==> src/rtl/brc_pkg.sv <==
package brc_pkg;

  typedef enum logic [1:0] {
    KIND_REL = 2'd0,
    KIND_BIT = 2'd1,
    KIND_BAD = 2'd2
  } brc_kind_e;

  typedef struct packed {
    logic v;
    logic h;
    logic i;
    logic n;
    logic z;
    logic c;
  } brc_flags_t;

  // Condition truth for an opcode. The kind is returned separately.
  function automatic logic brc_condition(input logic [7:0] op,
                                         input brc_flags_t f,
                                         input logic pin,
                                         input logic [7:0] mem);
    logic sgn;
    logic bitv;
    sgn  = f.n ^ f.v;
    bitv = mem[op[3:1]];
    case (op) inside
      [8'h00:8'h0F]: brc_condition = op[0] ? ~bitv : bitv;
      8'h20: brc_condition = 1'b1;
      8'h21: brc_condition = 1'b0;
      8'h22: brc_condition = ~(f.c | f.z);
      8'h23: brc_condition = f.c | f.z;
      8'h24: brc_condition = ~f.c;
      8'h25: brc_condition = f.c;
      8'h26: brc_condition = ~f.z;
      8'h28: brc_condition = ~f.h;
      8'h29: brc_condition = f.h;
      8'h2A: brc_condition = ~f.n;
      8'h2B: brc_condition = f.n;
      8'h2C: brc_condition = ~f.i;
      8'h2D: brc_condition = f.i;
      8'h2E: brc_condition = ~pin;
      8'h2F: brc_condition = pin;
      8'h90: brc_condition = ~sgn;
      8'h91: brc_condition = sgn;
      8'h92: brc_condition = ~(f.z | sgn);
      8'h93: brc_condition = f.z | sgn;
      default: brc_condition = 1'b0;
    endcase
  endfunction

  function automatic brc_kind_e brc_classify(input logic [7:0] op);
    case (op) inside
      [8'h00:8'h0F]: brc_classify = KIND_BIT;
      8'h20, 8'h21, 8'h22, 8'h23, 8'h24, 8'h25, 8'h26,
      8'h28, 8'h29, 8'h2A, 8'h2B, 8'h2C, 8'h2D, 8'h2E, 8'h2F,
      8'h90, 8'h91, 8'h92, 8'h93: brc_classify = KIND_REL;
      default: brc_classify = KIND_BAD;
    endcase
  endfunction

endpackage

==> src/rtl/brc_sync.sv <==
module brc_sync #(
  parameter int STAGES = 2
) (
  input  logic clk,
  input  logic rst_n,
  input  logic d_async,
  output logic q_sync
);
  logic [STAGES-1:0] chain;

  always_ff @(posedge clk or negedge rst_n) begin
    if (!rst_n) chain <= '0;
    else        chain <= {chain[STAGES-2:0], d_async};
  end

  assign q_sync = chain[STAGES-1];
endmodule

==> src/rtl/brc_decode.sv <==
module brc_decode
  import brc_pkg::*;
(
  input  logic [7:0]  opcode,
  input  brc_flags_t  flags,
  input  logic        pin_sync,
  input  logic [7:0]  mem_byte,
  output brc_kind_e   kind,
  output logic        cond_true
);
  always_comb begin
    kind      = brc_classify(opcode);
    cond_true = (kind != KIND_BAD) && brc_condition(opcode, flags, pin_sync, mem_byte);
  end
endmodule

==> src/rtl/brc_target.sv <==
module brc_target #(
  parameter int PC_W   = 16,
  parameter int DISP_W = 8
) (
  input  logic [PC_W-1:0]   pc_in,
  input  logic [DISP_W-1:0] disp,
  input  logic              long_form,
  input  logic              take,
  output logic [PC_W-1:0]   next_pc
);
  localparam int EXT_W = PC_W - DISP_W;

  function automatic logic [PC_W-1:0] sext(input logic [DISP_W-1:0] d);
    return {{EXT_W{d[DISP_W-1]}}, d};
  endfunction

  function automatic logic [PC_W-1:0] advance(input logic [PC_W-1:0] pc,
                                              input logic long_f);
    return pc + (long_f ? PC_W'(3) : PC_W'(2));
  endfunction

  logic [PC_W-1:0] fall_thru;

  always_comb begin
    fall_thru = advance(pc_in, long_form);
    next_pc   = take ? fall_thru + sext(disp) : fall_thru;
  end
endmodule

==> src/rtl/brc_eval.sv <==
module brc_eval
  import brc_pkg::*;
#(
  parameter int PC_W        = 16,
  parameter int DISP_W      = 8,
  parameter int SYNC_STAGES = 2,
  parameter int CYC_W       = 3,
  parameter int REL_CYCLES  = 3,
  parameter int BIT_CYCLES  = 5
) (
  input  logic              clk,
  input  logic              rst_n,
  input  logic              start,
  input  logic [7:0]        opcode,
  input  logic              flag_v,
  input  logic              flag_h,
  input  logic              flag_i,
  input  logic              flag_n,
  input  logic              flag_z,
  input  logic              flag_c,
  input  logic              irq_pin,
  input  logic [7:0]        mem_byte,
  input  logic [PC_W-1:0]   pc_in,
  input  logic [DISP_W-1:0] disp,
  output logic              done,
  output logic              taken,
  output logic [PC_W-1:0]   next_pc,
  output logic [CYC_W-1:0]  cycles,
  output logic              valid
);
  localparam logic [CYC_W-1:0] REL_CNT = CYC_W'(REL_CYCLES);
  localparam logic [CYC_W-1:0] BIT_CNT = CYC_W'(BIT_CYCLES);

  brc_flags_t      flags;
  logic            pin_s;
  brc_kind_e       kind;
  logic            cond_true;
  logic            bit_form;
  logic            bad_op;
  logic [PC_W-1:0] target;

  assign flags = '{v: flag_v, h: flag_h, i: flag_i, n: flag_n, z: flag_z, c: flag_c};

  brc_sync #(.STAGES(SYNC_STAGES)) u_sync (
    .clk(clk), .rst_n(rst_n), .d_async(irq_pin), .q_sync(pin_s)
  );

  brc_decode u_dec (
    .opcode(opcode), .flags(flags), .pin_sync(pin_s), .mem_byte(mem_byte),
    .kind(kind), .cond_true(cond_true)
  );

  assign bit_form = (kind == KIND_BIT);
  assign bad_op   = (kind == KIND_BAD);

  brc_target #(.PC_W(PC_W), .DISP_W(DISP_W)) u_tgt (
    .pc_in(pc_in), .disp(disp), .long_form(bit_form), .take(cond_true),
    .next_pc(target)
  );

  always_ff @(posedge clk or negedge rst_n) begin
    if (!rst_n) begin
      done    <= 1'b0;
      taken   <= 1'b0;
      next_pc <= '0;
      cycles  <= '0;
      valid   <= 1'b0;
    end else begin
      done <= start;
      if (start) begin
        taken   <= cond_true;
        next_pc <= target;
        valid   <= ~bad_op;
        cycles  <= bad_op ? '0 : (bit_form ? BIT_CNT : REL_CNT);
      end
    end
  end
endmodule

==> config.mk <==
export PLATFORM = sky130hd
export DESIGN_NAME = brc_eval
export DESIGN_NICKNAME = d
export VERILOG_FILES = /design/src/rtl/brc_pkg.sv /design/src/rtl/brc_sync.sv /design/src/rtl/brc_decode.sv /design/src/rtl/brc_target.sv /design/src/rtl/brc_eval.sv
export SDC_FILE = /design/constraint.sdc
export NUM_CORES = 1
export LEC_CHECK = 0
export BUFFER_PORTS_ARGS = -buffer_cell sky130_fd_sc_hd__buf_4
export CORE_UTILIZATION = 53
export CTS_CLUSTER_SIZE = 8
export DETAILED_ROUTE_END_ITERATION = 8
export HOLD_SLACK_MARGIN = 0.12
export PLACE_DENSITY = 0.84
export SETUP_SLACK_MARGIN = 0.2
export SLEW_MARGIN = 20
export SYNTH_ARGS = -nofsm -noshare
export SYNTH_HDL_FRONTEND = slang
export SYNTH_SLANG_ARGS = --single-unit
==> constraint.sdc <==
create_clock -name clk -period 2.69 [get_ports clk]
set_input_delay 0.269 -clock clk [delete_from_list [all_inputs] [get_ports clk]]
set_output_delay 0.269 -clock clk [all_outputs]
set_load 0.02 [all_outputs]
==> results.toml, run 1 <==
[clocking]
htree_levels = 1
clock-sinks = 23
path_clk_slew_ns = 0.08
cts-root-buf = "clkbuf_8"
cts_buffers = 3
worstSkewPairLatency_ns = 0.29
cts_max_path_buffers = 2
cts_tree = "done"

[yosys]
yosysWarnings = 0
ys_types = 56
ys_ff_latch = 23
synth_edf_count = 0
syn_avg_cell_area_sq_um = 8.527
netlist_area_sq_um = 2396
async_flop_share_pct = 100.0
syn_nets = 349
syn-instance-count = 281
ys_seq_area_share_pct = 24.02
yosys_most_used_dff = "dfrtp_1"

[layout]
mostFrequentLayoutCells = "buf_4 (139), nor2_1 (25), dfrtp_1 (23)"
area_delta_synth_final_pct = 68.15
fin_nets = 490
antennaDiodeCount = 0
post-route-util_pct = 92.53
fin_cells = 473
drive_gt1_share_pct = 51.07
final_common_cell = "buf_4"

[critical_path]
setup.worst_path.start_class = "primary input"
path_class = "in2reg"
crit_chain = "buf_8 > nor4_4 > ha_4 > inv_4 > ha_4 > buf_4 > nor3_2 > xor2_1 > ha_1 > buf_4 > a2bb2oi_2 > o211ai_1 > buf_4 > a2111oi_4 > nor3b_2 > o21ai_1"
critPathLaunch = "opcode[7]"
critPathArrivalTime_ns = 3.55
r2r_start = "u_sync.chain[1]"
crit_buf_inv = 5
critPathCaptureType = "flop"
slowest_stage = "nor4_4"
crit_family = "adder cells"
worst_path_most_repeated_cell = "buf_4"
cp_max_fo = 5
worstPathRequired_ns = 2.87
crit_path_max_incr_delay_ns = 0.37

[floorplan]
die_w_microns = 69.24
start_util_pct = 55.03
die_h_microns = 69.24
pin_count = 72
dieArea_sq_um = 4793
rows = 24
coreArea_sq_um = 4354

[run_status]
violations = "negative setup slack"
status = "finished, violations left"

[sta]
slew_viol_final = 0
fin_worst_skew_ns = 0.02170
tns_ns = -4.412
rsz0062_at_grt = "true"
hold_violations = 0
maxSlewHeadroom_pct = 49.56
setup_viol = 11
period_needed_ns = 3.366
period_share_pct = 125.1
tightest_slew_ns = 0.7509
timing.final.ws_setup_ns = -0.6755
max_freq_ghz = 0.2971

[drt]
drc_errors = 0
drt_first_iter_violations = 580
vias = 3395
wl_microns = 12280
routedWlPerCell_microns = 25.95
viasPerCell = 7.178
ant_nets = 0
firstDrtPassIters = 7

[pwr]
seqPwrFrac_pct = 27.2
power.density_nw_per_um2 = 367.6
vdd_drop_max_mv = 0.2699
p_int_uw = 873.2
power.leakage_uw = 0.001858
p_sw_uw = 607.7
p_comb_share_pct = 56.6
switching_share_pct = 41.03
power_frac_clock_pct = 16.2
total_power_uw = 1481

[place]
port_buffers = 71
finalWeightedCongestion = 0.9754
dp_hpwl_microns = 5430
dp_slack_ns = -0.7769
place_inst = 444

[hold_path]
hp-start = "start"
hold_path.class = "in2reg"

[global_routing]
antenna_found_initial = 0
grt_pass1_wl_microns = 15260
grt_pass1_vias = 3076
grt_overflow_total = 0
grt_max_degree = 38
track_usage_pct = 40.62

[run]
cap_violations = 0
## worst reg2reg max path: stages, from the launching register on
cell and delay [ns]:
dfrtp_1 0.40, and3b_1 0.16, o211a_1 0.21, a311oi_1 0.27, nor3_1 0.19, or4b_2 0.70, mux2_2 0.32, nand3_1 0.10
## through the flow
stage                     hold WS [ns]  area, sq um
final                           0.3531         4029
after global routing            0.3464         4029
after CTS                       0.3159         3771
after detailed placement        0.1875         3411
after global placement          0.1834         3411
after floorplan               -0.02659         2471
## path summary, 6_finish.rpt
| check | to | slack, ns | cells past startpoint |
|---|---|---|---|
| min | done | 0.35 | 1 |
| max | next_pc[14] | -0.68 | 16 |
| max in group asynchronous | u_sync.chain[1] | 2.01 | 2 |
| min reg2reg | u_sync.chain[1] | 0.36 | 0 |
| min in group asynchronous | next_pc[11] | 0.41 | 2 |
| max reg2reg | next_pc[15] | 0.28 | 7 |
## sequential cells by signal, summed over array words and instances (netlist names)
register	flops
done	1
next_pc	16
cycles	3
taken	1
u_sync.chain	2
## per-layer routing
| metal | up-vias | wire length [microns] | track usage (%) |
|---|---|---|---|
| li1 | 1329 | - | - |
| met1 | 1550 | 4038 | 45.90 |
| met2 | 376 | 5610 | 70.12 |
| met3 | 140 | 1425 | 6.686 |
| met4 | 0 | 1202 | 26.98 |
| met5 | - | 0 | 0 |
## timing repair
item	4_1_cts	5_1_grt
pin swaps	37	15
buffers inserted	16	7
hold buffers	2	0
setup endpoints to repair	11	13
resized for setup	35	33
hold endpoints to repair	24	0
## kinds of logic after synthesis
group | synth area share [%]
AND/OR/NAND/NOR | 21.88
buffers and inverters | 4.282
XOR/XNOR | 9.870
AO/OA/AOI/OAI | 22.46
adder cells (fa/ha/maj) | 9.713
multiplexers | 7.781
flip-flops | 24.02
## cells in the mapped netlist, drive strengths merged, types with 2 or more instances
| cell type | n | area, sq um |
|---|---|---|
| nor4 | 2 | 12.51 |
| and3b | 2 | 17.52 |
| nand2b | 3 | 18.77 |
| buf | 7 | 42.54 |
| mux2i | 10 | 100.1 |
| xnor2 | 13 | 113.9 |
| o211ai | 3 | 22.52 |
| or4b | 3 | 33.78 |
| a31oi | 7 | 43.79 |
| and2 | 2 | 12.51 |
| nand2 | 14 | 52.55 |
| a311oi | 3 | 26.28 |
| or2 | 4 | 25.03 |
| o21ai | 17 | 85.08 |
| or3b | 3 | 26.28 |
| mux2 | 3 | 33.78 |
| mux4 | 2 | 52.55 |
| inv | 11 | 41.29 |
| nand4 | 4 | 25.02 |
| dfrtp | 23 | 575.6 |
| nor3b | 3 | 22.52 |
| nor4b | 2 | 17.52 |
| ha | 17 | 212.7 |
| nor3 | 8 | 40.04 |
| a2111oi | 2 | 17.52 |
| o21bai | 3 | 22.52 |
| nand3 | 3 | 15.01 |
| o2111ai | 3 | 26.28 |
| or3 | 3 | 18.77 |
| xor2 | 14 | 122.6 |
| o31ai | 2 | 28.78 |
| a211oi | 5 | 37.54 |
| nor2b | 3 | 18.77 |
| nor2 | 30 | 112.6 |
| a21o | 6 | 45.04 |
| clkbuf | 5 | 18.77 |
| and3 | 4 | 25.02 |
| a21oi | 19 | 95.09 |
## layout make-up
cell class	instances	area [sq um]
timing repair buffer	148	1155
tap	52	65.06
inverter	11	43.79
sequential	23	575.6
fill	153	325.3
clock inverter	1	5.005
clock buffer	3	41.29
multi-input combinational	235	2143
## power by group through the flow
stage	sequential [uW]	combinational, uW	clock, uW
6_report	402	838	240
5_1_grt	403	859	248
4_1_cts	395	665	228
3_5_place_dp	401	584	0
3_3_place_gp	400	567	0
2_1_floorplan	436	281	0
Power figures use the tool's default switching activity.
==> inputs of run 2 (changes only) <==
--- a/config.mk
+++ b/config.mk
@@ -5,12 +5,14 @@
 export SDC_FILE = /design/constraint.sdc
 export NUM_CORES = 1
 export LEC_CHECK = 0
+export ABC_CLOCK_PERIOD_IN_PS = 2690
 export BUFFER_PORTS_ARGS = -buffer_cell sky130_fd_sc_hd__buf_4
-export CORE_UTILIZATION = 53
+export CORE_UTILIZATION = 45
 export CTS_CLUSTER_SIZE = 8
 export DETAILED_ROUTE_END_ITERATION = 8
+export GPL_TIMING_DRIVEN = 1
 export HOLD_SLACK_MARGIN = 0.12
-export PLACE_DENSITY = 0.84
+export PLACE_DENSITY = 0.73
 export SETUP_SLACK_MARGIN = 0.2
 export SLEW_MARGIN = 20
 export SYNTH_ARGS = -nofsm -noshare
==> run 2 against run 1 <==
The flow still finishes with violations (negative setup slack). Clock skew fell by 0.018 ns. Final cell count rose by 4.7%. Combinational power fell by 7.4%. Register-to-register slack improved by 0.08 ns. Via count fell by 15%. Power fell by 5.3%. Design area rose by 1.4%. Flip-flop and latch count did not move. Clock power fell by 4%. Maximum frequency rose by 7.0%. Sequential share of layout area fell by 0.19 points. Sequential power fell by 1%.
==> results.toml, run 2 (synthesized netlist as in run 1, its figures left out) <==
[floorplan]
die_w_microns = 74.97
dieArea_sq_um = 5621
rows = 26
start_util_pct = 46.91
pin_count = 72
coreArea_sq_um = 5107
die_h_microns = 74.97

[clocking]
cts_max_path_buffers = 2
path_clk_slew_ns = 0.09
cts-root-buf = "clkbuf_8"
cts_tree = "done"
clock-sinks = 23
cts_buffers = 3
htree_levels = 1
worstSkewPairLatency_ns = 0.28

[run_status]
status = "finished, violations left"
violations = "negative setup slack"

[sta]
hold_violations = 0
max_freq_ghz = 0.3179
slew_viol_final = 0
fin_worst_skew_ns = 0.003211
maxSlewHeadroom_pct = 69.90
period_needed_ns = 3.146
period_share_pct = 117.0
rsz0062_at_grt = "true"
timing.final.ws_setup_ns = -0.4560
tightest_slew_ns = 0.4491
setup_viol = 11

[critical_path]
cp_max_fo = 5
crit_chain = "buf_8 > nor4_4 > ha_4 > inv_4 > ha_4 > nor2_4 > and3_4 > xor2_4 > ha_4 > buf_6 > o2111ai_4 > nor2_2 > a21boi_2 > o31ai_2 > a31oi_1 > buf_4 > mux2i_1 > nand3_1"
setup.worst_path.start_class = "primary input"
worstPathRequired_ns = 2.84
crit_family = "simple AND/OR/NAND/NOR gates"
critPathArrivalTime_ns = 3.30
path_class = "in2reg"
slowest_stage = "nor4_4"
worst_path_most_repeated_cell = "ha_4"
crit_path_max_incr_delay_ns = 0.37
crit_buf_inv = 4
critPathCaptureType = "flop"

[global_routing]
grt_pass1_vias = 2671
grt_max_degree = 38
track_usage_pct = 27.18
antenna_found_initial = 0
grt_pass1_wl_microns = 11770
grt_overflow_total = 0

[layout]
reg_top3 = "next_pc x16, cycles x3, u_sync.chain x2"
area_delta_synth_final_pct = 70.44
regMostFlops = "next_pc"
antennaDiodeCount = 0
mostFrequentLayoutCells = "buf_4 (140), nor2_1 (25), dfrtp_1 (23)"
largest_reg_flops = 16
fin_cells = 495
final_common_cell = "buf_4"
fin_nets = 494
drive_gt1_share_pct = 52.24

[pwr]
power.density_nw_per_um2 = 343.2
vdd_drop_max_mv = 0.2640
total_power_uw = 1402
power.leakage_uw = 0.001892

[drt]
drt_first_iter_violations = 172
wl_microns = 8712
routedWlPerCell_microns = 17.60
vias = 2888
firstDrtPassIters = 5
ant_nets = 0
viasPerCell = 5.834
drc_errors = 0

[run]
cap_violations = 0

[place]
dp_slack_ns = -0.7358
finalWeightedCongestion = 0.8223
port_buffers = 71
dp_hpwl_microns = 5478
place_inst = 469

[hold_path]
hold_path.class = "in2reg"
-- run 2: cell types whose count changed in the layout (fill, tap and decap cells not counted), moves of 2 or more --
cell      change
o21ai_1       +4
ha_1          +2
xor2_2        +2
buf_6         +2
a311oi_1      -2
nor2_2        +3
a311oi_2      +2
a21oi_2       +2
o21ai_0       -5
nor2_4        -3
a21oi_4       -3
ha_2          -2
-- run 2: area by class of cell --
cell class / count / area (sq um)
multi-input cells: 235 / 2131
repair buffers: 152 / 1200
fillers: 333 / 1023
flip-flops and latches: 23 / 575.6
well taps: 70 / 87.58
inverters: 11 / 43.79
clock buffers: 3 / 41.29
clock inverters: 1 / 5.005
-- run 2: report_power, final --
part           internal, uW  switching [uW]
Clock                   104             126
Combinational           392             384
Sequential              376            19.1
-- run 2: worst register-to-register path: stages, from the launching register on --
cell,delay [ns]
dfrtp_1,0.39
and3b_1,0.16
o211a_1,0.21
a311oi_1,0.30
nor3_2,0.14
or2_1,0.28
buf_4,0.19
or3_1,0.40
a31oi_1,0.19
-- run 2: worst paths after layout --
kind | cells after the start | startpoint | endpoint | slack, ns
setup / recovery | 18 | opcode[4] | next_pc[15] | -0.46
hold / removal | 1 | start | done | 0.32
min in group asynchronous | 2 | rst_n | done | 0.44
max in group asynchronous | 2 | rst_n | u_sync.chain[0] | 2.01
hold reg to reg | 0 | u_sync.chain[0] | u_sync.chain[1] | 0.36
setup reg to reg | 8 | u_sync.chain[1] | next_pc[3] | 0.36
-- run 2: through the flow --
stage / hold slack [ns] / setup TNS, ns / cell area (sq um) / utilization (%)
global route: 0.3220 / -4.347 / 4084 / 79.96
CTS: 0.3069 / -1.439 / 3836 / 75.11
detailed placement: 0.1857 / -5.823 / 3486 / 68.25
global placement: 0.1852 / -5.111 / 3486 / 68.25
floorplan: -0.02659 / -1.337 / 2471 / -
finish: 0.3175 / -3.190 / 4084 / 79.96
-- run 2: repair_timing --
action,CTS,global route
resized for setup,43,31
hold endpoints to repair,24,0
pin swaps,26,34
setup buffers,10,10
endpoints found under the setup margin,12,15
hold buffers,2,0
-- run 2: layer usage --
| metal | vias up | part of all wire [%] | global-route usage, % |
|---|---|---|---|
| met3 | 28 | 5.6 | 2.008 |
| met4 | 0 | 2.5 | 9.015 |
| met1 | 1396 | 40 | 32.95 |
| met5 | - | 0 | 0 |
| li1 | 1329 | - | - |
| met2 | 135 | 52 | 50.65 |
==> inputs of run 3 (changes only) <==
==> constraint.sdc (replaced) <==
create_clock -name clk -period 2.69 [get_ports clk]
set_input_delay 0.1345 -clock clk [delete_from_list [all_inputs] [get_ports clk]]
set_output_delay 0.1345 -clock clk [all_outputs]
set_load 0.02 [all_outputs]
==> run 3 against run 2 <==
The run still ends with negative setup slack left. Die area is the same. Setup slack gained 0.12 ns. Via count shrank 2.2%. Register-to-register slack is essentially flat. Core utilization shrank 0.37 points. Combinational power grew 4.3%. Sequential power is essentially flat. Design area shrank 0.46%. Largest cell class unchanged.
==> results.toml, run 3 (synthesized netlist as in run 1, its figures left out) <==
[run_status]
status = "finished, violations left"
violations = "negative setup slack"

[clocking]
worstSkewPairLatency_ns = 0.27
path_clk_slew_ns = 0.09
clock-sinks = 23
htree_levels = 1
cts_buffers = 3
cts_max_path_buffers = 2
cts_tree = "done"
cts-root-buf = "clkbuf_8"

[sta]
period_needed_ns = 3.030
timing.final.ws_setup_ns = -0.3401
hold_violations = 0
maxSlewHeadroom_pct = 55.88
slew_viol_final = 0
tightest_slew_ns = 0.6567
max_freq_ghz = 0.3300
fin_worst_skew_ns = 0.004580
setup_viol = 7
period_share_pct = 112.6
rsz0062_at_grt = "true"

[layout]
regMostFlops = "next_pc"
reg_top3 = "next_pc x16, cycles x3, u_sync.chain x2"
fin_cells = 491
final_common_cell = "buf_4"
fin_nets = 490
mostFrequentLayoutCells = "buf_4 (127), nor2_1 (24), dfrtp_1 (23)"
largest_reg_flops = 16
area_delta_synth_final_pct = 69.66
fillers = 317
antennaDiodeCount = 0
drive_gt1_share_pct = 49.41

[floorplan]
dieArea_sq_um = 5621
coreArea_sq_um = 5107
rows = 26
die_h_microns = 74.97
die_w_microns = 74.97
start_util_pct = 46.91
pin_count = 72

[hold_path]
hold_path.class = "in2reg"
hp-start = "start"
hold_depth = 1
hold_end = "done"

[global_routing]
track_usage_pct = 27.36
grt_max_degree = 38
grt_pass1_wl_microns = 11670
antenna_found_initial = 0
grt_pass1_vias = 2602
grt_overflow_total = 0

[drt]
firstDrtPassIters = 4
wl_microns = 8878
viasPerCell = 5.752
drc_errors = 0
vias = 2824
routedWlPerCell_microns = 18.08
drt_first_iter_violations = 162
ant_nets = 0

[pwr]
vdd_drop_max_mv = 0.2577
power.density_nw_per_um2 = 352.5
power.leakage_uw = 0.001877

[place]
finalWeightedCongestion = 0.8253
dp_hpwl_microns = 5216
port_buffers = 71
place_inst = 460
dp_slack_ns = -0.6558

[critical_path]
path_class = "in2reg"
critPathLaunch = "opcode[4]"
critPathArrivalTime_ns = 3.18
reg2reg_to = "next_pc[3]"
cp_max_fo = 4
reg2reg_slack_ns = 0.35
r2r_start = "u_sync.chain[1]"
r2r_cells = 8
worstPathRequired_ns = 2.84
critPathCaptureType = "flop"
setup.worst_path.start_class = "primary input"

[run]
cap_violations = 0
## run 3: power by group
part           internal [uW]  leakage [uW]  switching (uW)
sequential               376      0.000269            18.8
combinational            414       0.00158             395
clock                    104     0.0000255             125
total                    894       0.00188             539
## run 3: final cells by class
class	instances	area [sq um]	area share [%]
repair buffers	148	1200	29.52
clock inverters	1	5.005	0.1231
multi-input cells	235	2115	52.02
well taps	70	87.58	2.155
inverters	11	41.29	1.016
flip-flops and latches	23	575.6	14.16
clock buffers	3	41.29	1.016
## run 3: worst max-delay path, stage by stage
cell and delay [ns]:
buf_8 0.10, nor4_4 0.35, ha_4 0.23, inv_2 0.05, ha_4 0.18, nor2_4 0.11, and3_4 0.22, xor2_4 0.17
ha_4 0.24, a2111oi_4 0.41, a21boi_2 0.28, o31ai_2 0.09, a31oi_1 0.20, buf_4 0.15, mux2i_1 0.18, nand3_1 0.08
## run 3: timing repair
action / 4_1_cts / 5_1_grt
endpoints found under the hold margin: 24 / 0
resized for setup: 48 / 29
buffers inserted: 14 / 11
hold buffers: 2 / 0
pin swaps: 41 / 46
endpoints found under the setup margin: 12 / 13
## run 3: per-layer routing
layer,track usage [%],wire length (microns),vias to the layer above
li1,-,-,1326
met1,31.65,3477,1355
met5,0,0,-
met2,51.85,4746,122
met4,8.386,175,0
met3,3.748,479,21
## run 3: worst max path at each step
stage                     cells after the start           to  slack, ns
after CTS                                    16  next_pc[15]      -0.23
after global routing                         16  next_pc[15]      -0.45
after global placement                       15  next_pc[14]      -0.51
final                                        16  next_pc[15]      -0.34
after floorplan                              14  next_pc[15]      -0.30
after detailed placement                     16  next_pc[15]      -0.66
## run 3: per-stage QoR
stage               cell area (sq um)  TNS (ns)  hold WS, ns  utilization (%)  power [uW]
floorplan                        2467   -0.6011      -0.1611                -       714.3
global placement                 3415    -4.414      0.05191            66.85       967.1
detailed placement               3415    -4.922      0.05858            66.85       977.5
CTS                              3812   -0.4163       0.1829            74.64        1309
global route                     4065    -2.261       0.1959            79.59        1497
finish                           4065    -1.324       0.1889            79.59        1433
